### config.mk
export PLATFORM = sky130hd
export DESIGN_NAME = bitproc_unit
export DESIGN_NICKNAME = d
export VERILOG_FILES = /design/src/rtl/bitproc_pkg.sv /design/src/rtl/bitproc_bitmap.sv /design/src/rtl/bitproc_alu.sv /design/src/rtl/bitproc_unit.sv
export SDC_FILE = /design/constraint.sdc
export NUM_CORES = 1
export LEC_CHECK = 0
export ABC_CLOCK_PERIOD_IN_PS = 4600
export BUFFER_PORTS_ARGS = -buffer_cell sky130_fd_sc_hd__buf_4
export CORE_ASPECT_RATIO = 1.2
export CORE_MARGIN = 10
export CORE_UTILIZATION = 53
export DETAILED_ROUTE_END_ITERATION = 6
export PLACE_DENSITY = 0.88
export SLEW_MARGIN = 15
export SYNTH_ARGS = -nofsm -noshare
export SYNTH_HDL_FRONTEND = slang
export SYNTH_SLANG_ARGS = --single-unit
export TNS_END_PERCENT = 30
### constraint.sdc
create_clock -name clk -period 4.6 [get_ports clk]
set_input_delay 0.23 -clock clk [delete_from_list [all_inputs] [get_ports clk]]
set_output_delay 0.23 -clock clk [all_outputs]
set_load 0.05 [all_outputs]
### src/rtl/bitproc_pkg.sv
package bitproc_pkg;

  typedef enum logic [3:0] {
    OP_CLR  = 4'd0,
    OP_SET  = 4'd1,
    OP_INV  = 4'd2,
    OP_LDC  = 4'd3,
    OP_STC  = 4'd4,
    OP_AND  = 4'd5,
    OP_OR   = 4'd6,
    OP_ANDN = 4'd7,
    OP_ORN  = 4'd8,
    OP_TEST = 4'd9
  } bp_op_e;

  typedef enum logic [1:0] {
    ST_IDLE,
    ST_READ,
    ST_EXEC,
    ST_WRITE
  } bp_state_e;

endpackage

### src/rtl/bitproc_bitmap.sv
module bitproc_bitmap #(
  parameter int BIT_AW       = 8,
  parameter int DATA_W       = 8,
  parameter int RAM_WIN_BASE = 'h20
) (
  input  logic [BIT_AW-1:0]         bit_addr,
  output logic [BIT_AW-1:0]         byte_addr,
  output logic [$clog2(DATA_W)-1:0] bit_idx
);
  localparam int IDX_W = $clog2(DATA_W);
  localparam logic [BIT_AW-1:0] BASE = BIT_AW'(RAM_WIN_BASE);

  logic [BIT_AW-1:0] low_byte;
  logic [BIT_AW-1:0] high_byte;

  always_comb begin
    low_byte  = BASE + BIT_AW'(bit_addr[BIT_AW-2:IDX_W]);
    high_byte = {bit_addr[BIT_AW-1:IDX_W], {IDX_W{1'b0}}};
    byte_addr = bit_addr[BIT_AW-1] ? high_byte : low_byte;
    bit_idx   = bit_addr[IDX_W-1:0];
  end
endmodule

### src/rtl/bitproc_alu.sv
module bitproc_alu
  import bitproc_pkg::*;
(
  input  logic [3:0] op,
  input  logic       bit_in,
  input  logic       cy_in,
  output logic       bit_out,
  output logic       bit_wr,
  output logic       cy_out,
  output logic       cy_op
);
  always_comb begin
    bit_out = bit_in;
    bit_wr  = 1'b0;
    cy_out  = cy_in;
    cy_op   = 1'b0;
    case (op)
      OP_CLR:  begin bit_out = 1'b0;    bit_wr = 1'b1; end
      OP_SET:  begin bit_out = 1'b1;    bit_wr = 1'b1; end
      OP_INV:  begin bit_out = ~bit_in; bit_wr = 1'b1; end
      OP_STC:  begin bit_out = cy_in;   bit_wr = 1'b1; end
      OP_LDC:  begin cy_out = bit_in;           cy_op = 1'b1; end
      OP_AND:  begin cy_out = cy_in & bit_in;   cy_op = 1'b1; end
      OP_OR:   begin cy_out = cy_in | bit_in;   cy_op = 1'b1; end
      OP_ANDN: begin cy_out = cy_in & ~bit_in;  cy_op = 1'b1; end
      OP_ORN:  begin cy_out = cy_in | ~bit_in;  cy_op = 1'b1; end
      default: ;
    endcase
  end
endmodule

### src/rtl/bitproc_unit.sv
module bitproc_unit
  import bitproc_pkg::*;
#(
  parameter int BIT_AW       = 8,
  parameter int DATA_W       = 8,
  parameter int RAM_WIN_BASE = 'h20,
  parameter int CARRY_BIT    = 'hD7
) (
  input  logic              clk,
  input  logic              rst,
  input  logic              req_valid,
  input  logic [3:0]        req_op,
  input  logic [BIT_AW-1:0] req_bit,
  output logic              busy,
  output logic              done,
  output logic              cond_out,
  output logic              carry_out,
  output logic              mem_rd,
  output logic              mem_wr,
  output logic [BIT_AW-1:0] mem_addr,
  output logic [DATA_W-1:0] mem_wdata,
  input  logic [DATA_W-1:0] mem_rdata
);
  localparam int IDX_W = $clog2(DATA_W);
  localparam logic [BIT_AW-1:0] CY_ADDR = BIT_AW'(CARRY_BIT);

  bp_state_e         state;
  logic [3:0]        op_q;
  logic [IDX_W-1:0]  idx_q;
  logic              tgt_cy_q;

  logic [BIT_AW-1:0] map_byte;
  logic [IDX_W-1:0]  map_idx;

  logic              bit_val;
  logic              alu_bit;
  logic              alu_bit_wr;
  logic              alu_cy;
  logic              alu_cy_op;
  logic              need_wr;
  logic              wr_bit;
  logic              cy_next;
  logic [DATA_W-1:0] merged;

  bitproc_bitmap #(
    .BIT_AW(BIT_AW), .DATA_W(DATA_W), .RAM_WIN_BASE(RAM_WIN_BASE)
  ) u_map (
    .bit_addr (req_bit),
    .byte_addr(map_byte),
    .bit_idx  (map_idx)
  );

  assign bit_val = mem_rdata[idx_q];

  bitproc_alu u_alu (
    .op    (op_q),
    .bit_in(bit_val),
    .cy_in (carry_out),
    .bit_out(alu_bit),
    .bit_wr(alu_bit_wr),
    .cy_out(alu_cy),
    .cy_op (alu_cy_op)
  );

  // Carry coherence: a write into the carry bit also loads the carry
  // register; a carry update aimed at the carry bit is written back.
  always_comb begin
    need_wr = alu_bit_wr | (tgt_cy_q & alu_cy_op);
    wr_bit  = alu_bit_wr ? alu_bit : alu_cy;
    cy_next = (tgt_cy_q & alu_bit_wr) ? alu_bit : alu_cy;
  end

  for (genvar i = 0; i < DATA_W; i++) begin : g_merge
    assign merged[i] = (idx_q == IDX_W'(i)) ? wr_bit : mem_rdata[i];
  end

  always_ff @(posedge clk) begin
    if (rst) begin
      state     <= ST_IDLE;
      op_q      <= '0;
      idx_q     <= '0;
      tgt_cy_q  <= 1'b0;
      busy      <= 1'b0;
      done      <= 1'b0;
      cond_out  <= 1'b0;
      carry_out <= 1'b0;
      mem_rd    <= 1'b0;
      mem_wr    <= 1'b0;
      mem_addr  <= '0;
      mem_wdata <= '0;
    end else begin
      done <= 1'b0;
      case (state)
        ST_IDLE: begin
          if (req_valid) begin
            op_q     <= req_op;
            idx_q    <= map_idx;
            tgt_cy_q <= (req_bit == CY_ADDR);
            mem_addr <= map_byte;
            mem_rd   <= 1'b1;
            busy     <= 1'b1;
            state    <= ST_READ;
          end
        end
        ST_READ: begin
          mem_rd <= 1'b0;
          state  <= ST_EXEC;
        end
        ST_EXEC: begin
          cond_out  <= bit_val;
          carry_out <= cy_next;
          if (need_wr) begin
            mem_wr    <= 1'b1;
            mem_wdata <= merged;
            state     <= ST_WRITE;
          end else begin
            done  <= 1'b1;
            busy  <= 1'b0;
            state <= ST_IDLE;
          end
        end
        default: begin
          mem_wr <= 1'b0;
          done   <= 1'b1;
          busy   <= 1'b0;
          state  <= ST_IDLE;
        end
      endcase
    end
  end
endmodule

==> metrics.txt, run 1 <==
critical path peak fanout 13; most common cell in the netlist dfxtp_1; nets between 200 and 250; die footprint 5550 µm²; global-route wire length before repair 6.79 mm; post-synth top area share 0.408; Setup crit end kind register; Worst-path clk slew about 100 ps; DP HPWL 2.93 mm; num ports 45; sequential cell area fraction in the yosys report 0.408; R2R setup slack 2350 ps; syn nets 212; CTS Buf Count 5; core area 2810 µm²; Crit Path Class register to register; row count 21; cell area power density 343 nW/µm²; multi-input logic area 845 µm²; Synth Cell Area ~1600 µm²; post-synth top area cell dfxtp_1; buffer depth of the longest clock path 2; Final Hold Slack 149 ps; Synth top cells by count dfxtp_1, nand2_1, a21oi_1, nor2_1; Hold Vio Cnt, Final 0; vias in the first global route around 1,500; max_slew headroom 0.350; DR vias 1,553; met1 Usage GRT 0.154; Avg Synthesized Cell Area about 8.3 µm²; gp weighted congestion 0.854; Global Route Usage Sum 0.143; initial antenna violation count 0; # DRC 0; final wirelength between 4 and 5 mm; number of nets with antenna violations after routing 0; clock root buffer clkbuf_4; Max IR drop VDD 0.000235 V; I/O Buffers 44; Routed WL per cell 15.5 µm; sequential standard cell area 641 µm²; RSZ-0062 raised after global routing false; post-route clock period utilization 0.490; max cap viols 0; First-pass DRT Iterations 4; # Post-CTS Setup Buffers 0; initial drt markers 123; Via density 6.00; Max Freq 0.444 GHz; ranking of synthesized cells by area dfxtp_1, nand2_1, a21oi_1; pin count of the biggest net entering global routing 28; Post-synth top flop dfxtp_1; starting density of the core 0.559; Skew-Pair Late Insertion Delay 320 ps; number of clock sinks 32; R2R cell count 5; CTS tree done; share of cells above drive strength 1 0.258; Top Usage Layer GRT met2; cts hold-fix bufs 0; H-tree depth reported by CTS 2; # diodes 0; min-delay worst type input pin to register; Worst setup SP type register; fraction of registers with async set or reset after synthesis 0; leakage power total 0.760 nW; Arr. time, crit path 2490 ps; Congestion Overflow GR 0; # resized after CTS 0; Required @ worst endpoint just under 5000 ps; number of synthesized flops with an enable pin 0; Die Y between 70 and 80 µm; yosys warns 0; GRT met3 Usage 0.0498; clock skew roughly 9.9 ps; final setup fails 0; outcome completed; hold path cells 3; filler cell count 226; Chip Width 69.7 µm; met2 global-route usage 0.246; Max Slew Vio Count 0; Final TNS setup 0 ps; Final min period 2250 ps; worst-margin pin slew 967 ps; Netlist cell types 37; Layout Area Growth over Synthesis 23.6%; FF+latch count, synth 32; Post-Synthesis Cells 189
-- metrics by stage --
step	utilization	instances	cell area (µm²)	power, mW	setup WS (ps)
2_1_floorplan	-	189	1570	0.445	2690
3_3_place_gp	0.668	252	1880	0.495	2460
3_5_place_dp	0.668	252	1880	0.497	2430
4_1_cts	0.691	259	1940	0.671	2380
5_1_grt	0.691	259	1940	0.699	2150
6_report	0.691	259	1940	0.666	2350
-- sequential cells by signal, summed over array words and instances (netlist names), 2 cells and up --
signal	cells
mem_addr	8
mem_wdata	8
op_q	4
idx_q	3
state	2
-- critical path, cell delays in order, from the launching register on --
cell,delay [ps]
dfxtp_1,450
maj3_1,420
a2bb2oi_1,150
nor3_1,790
a32oi_1,240
o31ai_1,120
-- final timing paths --
path / from / endpoint
worst max-delay path: op_q[1] / mem_wdata[1]
worst max register to register: op_q[1] / mem_wdata[1]
worst min-delay path: mem_rdata[5] / mem_wdata[5]
worst min register to register: mem_addr[0] / mem_addr[0]
-- cell type report --
class / instances / area share
Tap cell: 34 / 0.0219
Clock buffer: 7 / 0.0335
Sequential cell: 32 / 0.330
Timing Repair Buffer: 44 / 0.170
Multi-Input combinational cell: 137 / 0.435
Inverter: 5 / 0.00966
-- placed cells by master, fill, tap and decap left out, drive strengths merged, types with 7 or more instances in the layout --
| cell | instances |
|---|---|
| a21oi | 22 |
| a32oi | 8 |
| buf | 44 |
| clkbuf | 7 |
| dfxtp | 32 |
| nand2 | 30 |
| nand3 | 7 |
| nand3b | 8 |
| nand4 | 7 |
| nor2 | 16 |
| o31ai | 10 |
-- metal layers --
layer	vias up	part of all wire
li1	769	-
met1	707	0.40
met2	63	0.50
met3	14	0.073
met4	0	0.026
met5	-	0
-- report_power, final --
| group | internal, mW | switching, mW |
|---|---|---|
| logic | 0.0612 | 0.112 |
| registers | 0.296 | 0.0226 |
| clock network | 0.0866 | 0.0872 |
| total | 0.444 | 0.222 |
-- logic make-up after synthesis --
logic type | synth area share
mux | 0.0533
simple gates | 0.268
compound gates | 0.210
fa+ha+maj | 0.00637
buf+inv | 0.0549
flops | 0.408
(Power assumes the default switching activity.)
==> run 2, diff against run 1 <==
- ABC_CLOCK_PERIOD_IN_PS: 4600 -> 1860
- CORE_UTILIZATION: 53 -> 46
- PLACE_DENSITY: 0.88 -> 0.82
- clock period: 4.6 -> 1.86 ns (I/O delays scaled with it)
==> run 2 against run 1 <==
  * The flow now finishes with violations (negative setup slack)
  * Register-to-register slack got worse by 2400 ps
  * Global-route usage about the same
  * Routed wire length increased by 8.0%
  * Design area increased by 9.9%
  * Core utilization decreased by 4.6 points
  * Flip-flop and latch count unchanged
  * Clock power increased to 3.1 times the previous value
  * Cell count increased by 7.3%
  * Combinational power increased to 3.0 times the previous value
  * Critical endpoint is now mem_wdata[3]
  * Largest cell class unchanged
  * Largest power group unchanged
  * Highest routed layer unchanged
==> metrics.txt, run 2 (synthesis gave the netlist of run 1 again) <==
reg2reg start idx_q[1]; R2R cell count 6 (+1); I/O Buffers 44 (unchanged); CTS tree done; number of nets with antenna violations after routing 0 (unchanged); H-tree depth reported by CTS 2 (unchanged); Crit Reg-Reg Endpoint mem_wdata[3]; cell area power density 862 nW/µm² (+150%); R2R setup slack -60 ps (-2410 ps); Global Route Usage Sum 0.143 (about the same); commonest non-fill, non-tap cell in the layout buf_4; worst-margin pin slew 530 ps (-437 ps); leakage power total 0.849 nW (+12%); share of cells above drive strength 1 0.336 (+0.0783); most frequent cells in the layout buf_4, dfxtp_1, nand2_1; number of clock sinks 32 (unchanged); Final min period 1920 ps (-334 ps); pin count of the biggest net entering global routing 28 (unchanged); vias in the first global route 1,547 (+0.72%); starting density of the core 0.475 (-0.0841); nets 263 (+6.0%); Pwr Total 1.84 mW (+180%); Hold Vio Cnt, Final 0 (unchanged); outcome finished with violations; max cap viols 0 (unchanged); cts hold-fix bufs 0 (unchanged); initial drt markers 81 (-34%); Setup crit end kind register; final worst slack -60.5 ps (-2410 ps); die footprint 6160 µm² (+11%); max_slew headroom 0.646 (+0.296); critical path peak fanout 8 (-5); Chip Width 73.4 µm (+5.2%); clock root buffer clkbuf_8; core area 3310 µm² (+18%); Die Y 84.0 µm (+5.5%); Largest regs mem_addr: 8 flops, mem_wdata: 8 flops, op_q: 4 flops; initial antenna violation count 0 (unchanged); Max Freq 0.521 GHz (+17%); Required @ worst endpoint 2020 ps (-2810 ps); gp weighted congestion 0.815 (-4.6%); # DRC 0 (unchanged); Routed WL per cell 15.6 µm (+0.57%); Congestion Overflow GR 0 (unchanged); RSZ-0062 raised after global routing true; DP HPWL 3.27 mm (+12%); Via density 5.70 (-5.0%); hold path cells 3 (unchanged); worst hold endpoint op_q[0]; failing checks negative setup slack; DR vias 1,584 (+2.0%); final wirelength 4.35 mm (+8.0%); # diodes 0 (unchanged); Worst-path clk slew 60 ps (-40 ps); final setup fails 9 (+9); filler cell count 283 (+25%); Crit Path Class register to register; post-route clock period utilization 1.03 (+0.542); Max Slew Vio Count 0 (unchanged); CTS Buf Count 5 (unchanged); First-pass DRT Iterations 4 (unchanged); clock skew 4.02 ps (-5.89 ps); num ports 45 (unchanged); Skew-Pair Late Insertion Delay 280 ps (-40 ps); Worst setup SP type register; Final Hold Slack 52.6 ps (-96.5 ps); buffer depth of the longest clock path 2 (unchanged); global-route wire length before repair 7.19 mm (+5.9%); row count 23 (+9.5%); min-delay worst type input pin to register; Layout Area Growth over Synthesis 35.7%; Worst Min Path Start req_op[0]; Max IR drop VDD 0.000843 V (+260%); Arr. time, crit path 2080 ps (-410 ps)
[run 2: worst max-delay path by stage]
stage,start,end,slack [ps],cells after the start
2_1_floorplan,idx_q[1],carry_out,-1,7
3_3_place_gp,idx_q[1],mem_wdata[2],-130,6
3_5_place_dp,idx_q[1],mem_wdata[5],-210,6
4_1_cts,idx_q[1],mem_wdata[3],-50,6
5_1_grt,idx_q[1],mem_wdata[6],-120,6
6_report,idx_q[1],mem_wdata[3],-60,6
[run 2: final cells by class]
cell class | count | area, µm² | area share
Multi-Input combinational cell | 137 | 891 | 0.418
Sequential cell | 32 | 644 | 0.302
Timing Repair Buffer | 59 | 443 | 0.208
Clock buffer | 8 | 90.1 | 0.0422
Tap cell | 37 | 46.3 | 0.0217
Inverter | 5 | 18.8 | 0.00880
[run 2: per-layer routing]
metal,global-route usage,vias to the layer above,part of all wire
li1,-,796,-
met1,0.154,744,0.40
met2,0.240,34,0.53
met5,0,-,0
met3,0.0583,10,0.051
met4,0.0492,0,0.022
[run 2: stage by stage]
stage | setup TNS (ps) | instances | utilization | setup WS, ps | cell area (µm²)
floorplan | -1.15 | 189 | - | -1.15 | 1580
global placement | -1110 | 266 | 0.596 | -132 | 1970
detailed placement | -1600 | 266 | 0.596 | -213 | 1970
CTS | -399 | 275 | 0.631 | -48.9 | 2090
global route | -946 | 278 | 0.645 | -116 | 2130
finish | -401 | 278 | 0.645 | -60.5 | 2130
[run 2: where the power goes]
group / leakage [nW] / switching (mW) / internal [mW]
logic: 0.542 / 0.318 / 0.199
clock network: 0.0455 / 0.246 / 0.301
registers: 0.262 / 0.0412 / 0.734
[run 2: critical path, stage by stage, from the launching register on]
cell	delay [ps]
dfxtp_4	370
mux4_2	520
mux2_4	330
nand3_2	90
nand4_2	120
nor2_4	250
o31ai_1	110
[run 2: what timing repair did]
| item | CTS | global route |
|---|---|---|
| pin swaps | 3 | 5 |
| endpoints found under the setup margin | 9 | 9 |
| gates resized for setup | 6 | 5 |
| setup buffers | 1 | 3 |
| gates cloned | 0 | 0 |
==> run 3, diff against run 2 <==
- CORE_ASPECT_RATIO: 1.2 -> 0.7
==> run 3 against run 2 <==
  * The flow still finishes with violations (negative setup slack)
  * First-iteration DRC count rose by 56%
  * Count of clock-buffer cells in the layout fell by 1
  * Via count rose by 1.6%
  * Critical path type unchanged
  * Largest cell class unchanged
==> metrics.txt, run 3 (synthesis gave the netlist of run 1 again) <==
Setup crit end kind register; number of clock sinks 32 (unchanged); Pint 1.23 mW (-0.41%); core area 3210 µm² (-2.9%); buffer depth of the longest clock path 2 (unchanged); sw power 0.629 mW (+3.9%); final worst slack -104 ps (-43.5 ps); Clk pwr share 0.305 (+0.008); Worst-path clk slew 70 ps (about the same); Logic pwr share 0.277 (-0.004); Max Freq 0.509 GHz (-2.2%); Via density 5.57 (-2.2%); crit-path cells mux4_2 -> mux2_4 -> nand3_2 -> nand4_4 -> nor2_4 -> o31ai_1; most frequent cells in the layout buf_4, dfxtp_1, nand2_1; initial drt markers 126 (+56%); Max IR drop VDD 0.000522 V (-38%); CTS Buf Count 5 (unchanged); cell area power density 863 nW/µm² (+0.13%); min-delay worst type input pin to register; Final TNS setup -820 ps (-420 ps); clock skew 3.52 ps (-0.502 ps); post-route cell area 2150 µm² (+0.88%); # DRC 0 (unchanged); number of nets with antenna violations after routing 0 (unchanged); Max stage delay cell, worst path mux4_2; max_slew headroom 0.610 (-0.0363); outcome finished with violations; clock root buffer clkbuf_8; placed insts 280 (+5.3%); Final min period 1960 ps (+43.5 ps); Die Y 68.9 µm (-18%); Arr. time, crit path 2130 ps (+50 ps); global-route wire length before repair 7.36 mm (+2.3%); First-pass DRT Iterations 4 (unchanged); Chip Width 89.9 µm (+23%); area post-placement 2020 µm² (+2.2%); Global Route Usage Sum 0.145 (+0.00227); gp weighted congestion 0.915 (+12%); nets 264 (+0.38%); die footprint 6190 µm² (+0.45%); final setup fails 9 (unchanged); Crit path largest cell delay 540 ps (+20 ps); final wirelength 4.58 mm (+5.4%); I/O Buffers 44 (unchanged); Layout Area Growth over Synthesis 36.9%; leakage power total 0.851 nW (+0.21%); failing checks negative setup slack; CTS tree done; RSZ-0062 raised after global routing true; Worst setup SP type register; Routed WL per cell 15.8 µm (+1.4%); Required @ worst endpoint 2030 ps (about the same); initial antenna violation count 0 (unchanged); R2R cell count 6 (unchanged); crit path to mem_wdata[5]; Max Slew Vio Count 0 (unchanged); Cell Count, Final, Fillers Out 289 (+4.0%); critical path peak fanout 8 (unchanged); DP HPWL 3.28 mm (+0.48%); pin count of the biggest net entering global routing 28 (unchanged); Largest regs mem_addr: 8 flops, mem_wdata: 8 flops, op_q: 4 flops; Congestion Overflow GR 0 (unchanged); Pwr Total 1.86 mW (+1.0%); Crit Reg-Reg Endpoint mem_wdata[5]; DR vias 1,610 (+1.6%); share of cells above drive strength 1 0.339 (+0.00274); Final Hold Slack 51.0 ps (-1.57 ps); max cap viols 0 (unchanged); Skew-Pair Late Insertion Delay 290 ps (about the same); Net Sw Frac 0.338 (+0.00944); H-tree depth reported by CTS 2 (unchanged); num ports 45 (unchanged); CP Launch Point idx_q[1]; Hold Vio Cnt, Final 0 (unchanged); row count 17 (-26%); worst-margin pin slew 582 ps (+51.3 ps); vias in the first global route 1,563 (+1.0%); commonest non-fill, non-tap cell in the layout buf_4; # diodes 0 (unchanged); register share of total power 0.418 (-0.003); reg2reg start idx_q[1]; Worst Min Path Start mem_rdata[1]; post-route clock period utilization 1.06 (+0.0234); Place WS -197 ps (+16.1 ps); Crit Path Class register to register; R2R setup slack -100 ps (-40 ps); starting density of the core 0.489 (+0.0144); fin util 0.670 (+0.0254)
run 3: cell types whose count changed in the layout (fill, tap and decap cells not counted), sizes merged:
cell / before / now
clkinvlp: 0 / 1
clkbuf: 8 / 7
buf: 59 / 60
run 3: power by group through the flow:
stage	sequential, mW	clock, mW	combinational [mW]
after floorplan	0.884	0	0.220
after global placement	0.788	0	0.486
after detailed placement	0.789	0	0.494
after CTS	0.775	0.575	0.505
after global routing	0.784	0.599	0.551
final	0.777	0.566	0.515
run 3: final cells by class:
| cell class | instances | area, µm² |
|---|---|---|
| Fill cell | 253 | 1060 |
| Inverter | 5 | 18.8 |
| Multi-Input combinational cell | 137 | 886 |
| Sequential cell | 32 | 644 |
| Clock buffer | 7 | 86.3 |
| Clock inverter | 1 | 7.51 |
| Tap cell | 47 | 58.8 |
| Timing Repair Buffer | 60 | 450 |
run 3: critical path, delay by kind of cell, from the launching register on:
family,cells,cell delay (ps)
multiplexers,2,880
AO/OA/AOI/OAI,1,100
AND/OR/NAND/NOR,3,470
flip-flops,1,390
run 3: what timing repair did:
action                     CTS  global route
buffers inserted             1             0
resized for setup            4             6
hold endpoints to repair     0             0
setup endpoints to repair    9             9
hold buffers                 0             0
pin swaps                    8             2
run 3: per-layer routing:
layer	global-route usage	up-vias	wire length [µm]
met3	0.0571	8	362
met4	0.0494	0	68
met2	0.232	66	2100
met5	0	-	0
met1	0.178	734	2050
li1	-	802	-
run 3: worst min path at each step:
stage	depth (start not counted)	end
floorplan	2	idx_q[1]
global placement	3	mem_wdata[3]
detailed placement	3	mem_wdata[3]
CTS	3	mem_wdata[3]
global route	3	mem_wdata[2]
finish	3	mem_wdata[1]
